==> src/rtl/bus_seq_halt.sv <==
module bus_seq_halt (
  input  logic       clk,
  input  logic       rst_n,
  input  logic       pf_req_i,
  input  logic       ex_req_i,
  input  logic       halt_i,
  input  logic       hold_i,
  output logic [4:0] tstate_o,
  output logic       halt_ack_o,
  output logic       hlda_o,
  output logic       float_o
);

  logic st0, st1, st2, st3, st4;
  logic lone;
  logic armed;
  logic granted, acked;

  logic busy_front, free, halt_nh, start, inject;

  assign busy_front = st0 | (st1 & ~lone);
  assign free       = ~busy_front & ~st2 & ~st3;
  assign halt_nh    = halt_i & ~hold_i & ~granted & ~busy_front;
  assign start      = free & ~granted & ~hold_i & (ex_req_i | (pf_req_i & ~halt_i));
  assign inject     = halt_nh & armed & free & ~start;

  always_ff @(posedge clk or negedge rst_n) begin
    if (!rst_n) begin
      st0 <= 1'b0; st1 <= 1'b0; st2 <= 1'b0; st3 <= 1'b0; st4 <= 1'b0;
      lone <= 1'b0;
    end else begin
      st0  <= start;
      st1  <= st0 | inject;
      lone <= inject;
      st2  <= st1 & ~lone;
      st3  <= st2;
      st4  <= st3;
    end
  end

  always_ff @(posedge clk or negedge rst_n) begin
    if (!rst_n)                armed <= 1'b1;
    else if (!halt_i || granted) armed <= 1'b1;
    else if (inject)           armed <= 1'b0;
  end

  always_ff @(posedge clk or negedge rst_n) begin
    if (!rst_n) begin
      granted <= 1'b0;
      acked   <= 1'b0;
    end else begin
      granted <= hold_i & (granted | free);
      acked   <= hold_i & granted;
    end
  end

  assign tstate_o   = {st4, st3, st2, st1, st0};
  assign halt_ack_o = st1 & lone;
  assign hlda_o     = acked;
  assign float_o    = granted;

endmodule

==> config.mk <==
export PLATFORM = sky130hd
export DESIGN_NAME = bus_seq_halt
export DESIGN_NICKNAME = d
export VERILOG_FILES = /design/src/rtl/bus_seq_halt.sv
export SDC_FILE = /design/constraint.sdc
export NUM_CORES = 1
export LEC_CHECK = 0
export BUFFER_PORTS_ARGS = -buffer_cell sky130_fd_sc_hd__buf_2
export CAP_MARGIN = 30
export CORE_AREA = 2 2 39 41
export CTS_BUF_LIST = sky130_fd_sc_hd__clkbuf_8
export DETAILED_ROUTE_END_ITERATION = 8
export DIE_AREA = 0 0 41 43
export GPL_TIMING_DRIVEN = 1
export PLACE_DENSITY_LB_ADDON = 0.3
export SYNTH_ARGS = -nofsm -noshare
export SYNTH_HDL_FRONTEND = slang
export SYNTH_SLANG_ARGS = --single-unit
==> constraint.sdc <==
create_clock -name clk -period 2.3 [get_ports clk]
set_input_delay 0 -clock clk [delete_from_list [all_inputs] [get_ports clk]]
set_output_delay 0 -clock clk [all_outputs]
set_load 0.03 [all_outputs]
* Yosys cells after proc, flatten, opt, wreduce, memory -nomap -nowiden
Index checks and enable logic that the tools add are counted.
** Word-level totals
- Bits in registers :: 9
- Input bits :: 6
- Output and inout bits :: 8
** Operators by class
- Multiplexer cells :: 2
- Bitwise operators :: 28
- Reductions and logical operators :: 3
** Operators with widths (number)
- 1-bit AND :: 16
- 1-bit NOT :: 8
- 1-bit OR :: 4
- 1-bit 2-to-1 mux :: 2
- 2-bit nonzero test :: 1
- 1-bit zero test :: 1
- 1-bit logical OR :: 1

* Longest topological paths before layout
- Depth in word-level cells :: 13
- Depth in mapped cells :: 3
- Mapped depth without buffers :: 3

* Worst setup path before layout
OpenSTA, ideal clock, no wires.
- Path kind :: reg-to-reg
- Start point :: register st2
- End point :: register st1
- Library setup time :: 92 ps
- Arrival :: 1451 ps
- Setup slack :: 757 ps
- Cell stages (with the launch flop) :: 4
- Path buffers :: 0
- Path through :: dfrtp_1 > or3_4 > or4_4 > o31ai_2
** Between the ends
- Cells in the longest elaborated chain, start to end :: 9
** Ends and longest elaborated chain
- start, declared :: line 14 : logic st0, st1, st2, st3, st4;
- start signal, assigned :: line 35 : st2 <= st1 & ~lone;
- 1-bit NOT (*) :: line 22 : assign free = ~busy_front & ~st2 & ~st3;
- 1-bit AND (*) (2 in a row) :: line 22
- 1-bit AND (3 in a row) :: line 24 : assign start = free & ~granted & ~hold_i & (ex_req_i | (pf_req_i & ~halt_i));
- 1-bit NOT :: line 25 : assign inject = halt_nh & armed & free & ~start;
- 1-bit AND (*) :: line 25
- 1-bit OR (*) :: line 33 : st1 <= st0 | inject;
- end signal, assigned :: line 33
- end, declared :: line 14
Mark *: on every way between the ends. The rest lies on a longest branch, timed or not.
A chain may end at the register's enable or synchronous reset.

* Worst setup path in the final report
Same ends and word-level chain as after synthesis.

==> key figures <==
Cells and area
  – Layout area overhead: 32.7%
  – Layout cells sized above 1: 42.6%
  – Area of the multi-input gates: 104 sq um
  – Nets@finish: 54
  – Ant diodes: 0
  – Filler instances: 148
  – Finished layout cell area: 498 sq um
  – Storage element area: 226 sq um

Die
  – Core Region: 1380 sq um
  – Initial core utilization: 27.1%
  – Die Area: 1760 sq um
  – Die Y: 43 um
  – Die Wd: approximately 40 um
  – # rows: 14
  – Io pins: 14

Logic synthesis
  – Post-Syn Area: 375 sq um
  – Top cell type by total area after synthesis: dfrtp_1
  – Synthesized Nets: 38
  – Top_reg_cell synth: dfrtp_1
  – Yosys reg bits: 9
  – Post-synth EDFFs: 0
  – Most common cell in the netlist: dfrtp_1
  – Commonest cells post-synth: 8 x dfrtp_1, 5 x buf_4, 4 x nor2_1
  – Mapped Cells: 32
  – Share of the synthesized area in the top cell type: a little over half
  – Netlist cell types: 16
  – Seq/Total Area, Yosys: 60.3%
  – Top post-synthesis cells by area: dfrtp_1 53%, buf_4 10%, dfstp_2 7.0%, nor2_1 4.0%, and2_1 3.3%
  – Syn avg cell area: ~12 sq um
  – Number of synthesis warnings: 0
  – Ys async rst share: 100%

Pwr
  – Sw frac: 34.6%
  – Pint: 386 uW
  – Clock power frac: 29.6%
  – P_sw: 204 uW
  – PwrDens: 1180 nW/um^2
  – Sequential power share: 37.6%
  – Gate power share: 32.8%
  – Max IR drop VDD: just under 0.7 mV
  – Leak pwr: about 0.00026 uW

Routing
  – Drt drc: 0
  – Total number of vias: 259
  – Drt pass-1 iters: 2
  – Initial DRC count: 2
  – Post-route ant nets: 0
  – Number of vias per cell: 4.11
  – WL per Instance: 9.98 um
  – Drt total wl: roughly 630 um

Min path
  – Hold crit path type: in2reg

Setup path
  – Reg-to-reg startpoint: st2
  – Worst-path maximum fanout: 3
  – Reg2reg path depth: 3
  – Worst setup path endpoint: st1
  – Critical Path RT: 2440 ps
  – Critical path origin: st2
  – CP Class: reg2reg
  – WP data arrival: between 1500 and 2000 ps
  – Endpoint class of the critical path: flop
  – Worst Setup Start Kind: flop
  – Reg-to-reg slack, setup: 720 ps
  – RR Endpoint: st1

Placement
  – DP Area: 423 sq um
  – Buffers on Ports: 13
  – Gpl congestion: 0.696

Timing
  – Final hold violation count: 0
  – Crit path time final: 1580 ps
  – Final setup fails: 0
  – Max Freq: around 630 MHz
  – Hold Worst Slack: 25.3 ps
  – Max Slew Vio Count: 0
  – Post-route setup TNS: 0 ps
  – Final period util: 68.7%
  – Clock skew: 1.77 ps
  – Least-Margin Pin Slew: between 200 and 300 ps
  – RSZ-0062 raised after global routing: false
  – Rel. slew slack: between 80% and 90%

Clocking
  – CTS H-Tree Depth: 1
  – Root Driver: clkbuf_8
  – Clock Path Buffers: 2
  – CTS clk-pin slew, worst paths: around 40 ps
  – Clk sink count: 9
  – Post CTS Setup Buffer Count: 0
  – CTS Buf Count: 3
  – Worst skew pair latency: ~230 ps
  – CTS tree: built

Global routing
  – Antenna violations before repair: 0
  – Largest net degree at the start of global routing: 10
  – Tot GR Track Use: roughly a tenth
  – First-pass GRT wire length: 1020 um
  – Vias in the first global route: 246
  – Global route total overflow: 0

Job
  – MaxCap Viol Count: 0

Status
  – Status: completed
-- per-layer routing --
metal | global-route usage [%] | up-vias | routed length [um]
met2 | 12.5 | 13 | 277
met4 | 4.00 | 0 | 6
li1 | - | 129 | -
met1 | 10.6 | 115 | 272
met5 | 0 | - | 0
met3 | 9.42 | 2 | 73
-- cell type report --
class	instances	area share, %
clock inverter	1	0.754
sequential	9	45.5
tap	16	4.02
inverter	2	1.51
multi-input combinational	16	20.9
clock buffer	3	8.29
timing repair buffer	16	19.1
-- power groups by stage --
stage | Clock [uW] | Combinational, uW | Sequential [uW]
2_1_floorplan | 0 | 156 | 239
3_3_place_gp | 0 | 191 | 225
3_5_place_dp | 0 | 193 | 224
4_1_cts | 183 | 198 | 222
5_1_grt | 197 | 208 | 230
6_report | 175 | 193 | 222
-- per-stage QoR --
| stage | std cells | utilization (%) | worst slack, ps | power [uW] |
|---|---|---|---|---|
| 2_1_floorplan | 32 | - | 757 | 395 |
| 4_1_cts | 63 | 36.0 | 710 | 603 |
| 3_3_place_gp | 56 | 30.6 | 738 | 416 |
| 5_1_grt | 63 | 36.0 | 622 | 634 |
| 6_report | 63 | 36.0 | 719 | 590 |
| 3_5_place_dp | 56 | 30.6 | 718 | 417 |
-- how the worst min path moves through the flow --
stage,from,endpoint,slack [ps],cells after the start
after floorplan,rst_n,float_o,-300,0
after global placement,rst_n,st0,-140,1
after detailed placement,rst_n,st4,-140,1
after CTS,hold_i,float_o,20,2
after global routing,hold_i,float_o,20,2
final,hold_i,float_o,30,2
-- cells in the final DEF (no fill, tap or decap) --
cell / synthesis / routed
o21ai_0: 1 / 1
and2_1: 2 / 2
or4_4: 1 / 1
or3_4: 1 / 1
o21a_1: 1 / 1
dfstp_2: 1 / 1
inv_1: 2 / 3
dfrtp_1: 8 / 8
dlygate4sd3_1: 0 / 3
o31ai_2: 1 / 1
a21oi_1: 1 / 1
nand2_1: 1 / 1
clkbuf_8: 0 / 3
nor4b_1: 1 / 1
nor2_1: 4 / 4
nor2b_1: 1 / 1
nor3_1: 1 / 1
buf_2: 0 / 13
-- critical path: stages (launching register included) --
cell and delay [ps]:
dfrtp_1 380, or3_4 400, or4_4 500, o31ai_2 210
-- timing repair --
item,4_1_cts,5_1_grt
hold buffers,3,0
resized for setup,0,0
hold endpoints to repair,11,0
setup endpoints to repair,0,0
-- kinds of logic (layout without fill, tap and decap cells) --
group | after synthesis | count (layout) | share of synthesized area [%]
simple gates | 12 | 12 | 19.7
buf+inv | 7 | 22 | 12.0
flops | 9 | 9 | 60.3
compound gates | 4 | 4 | 8.00
Power figures use the tool's default switching activity.
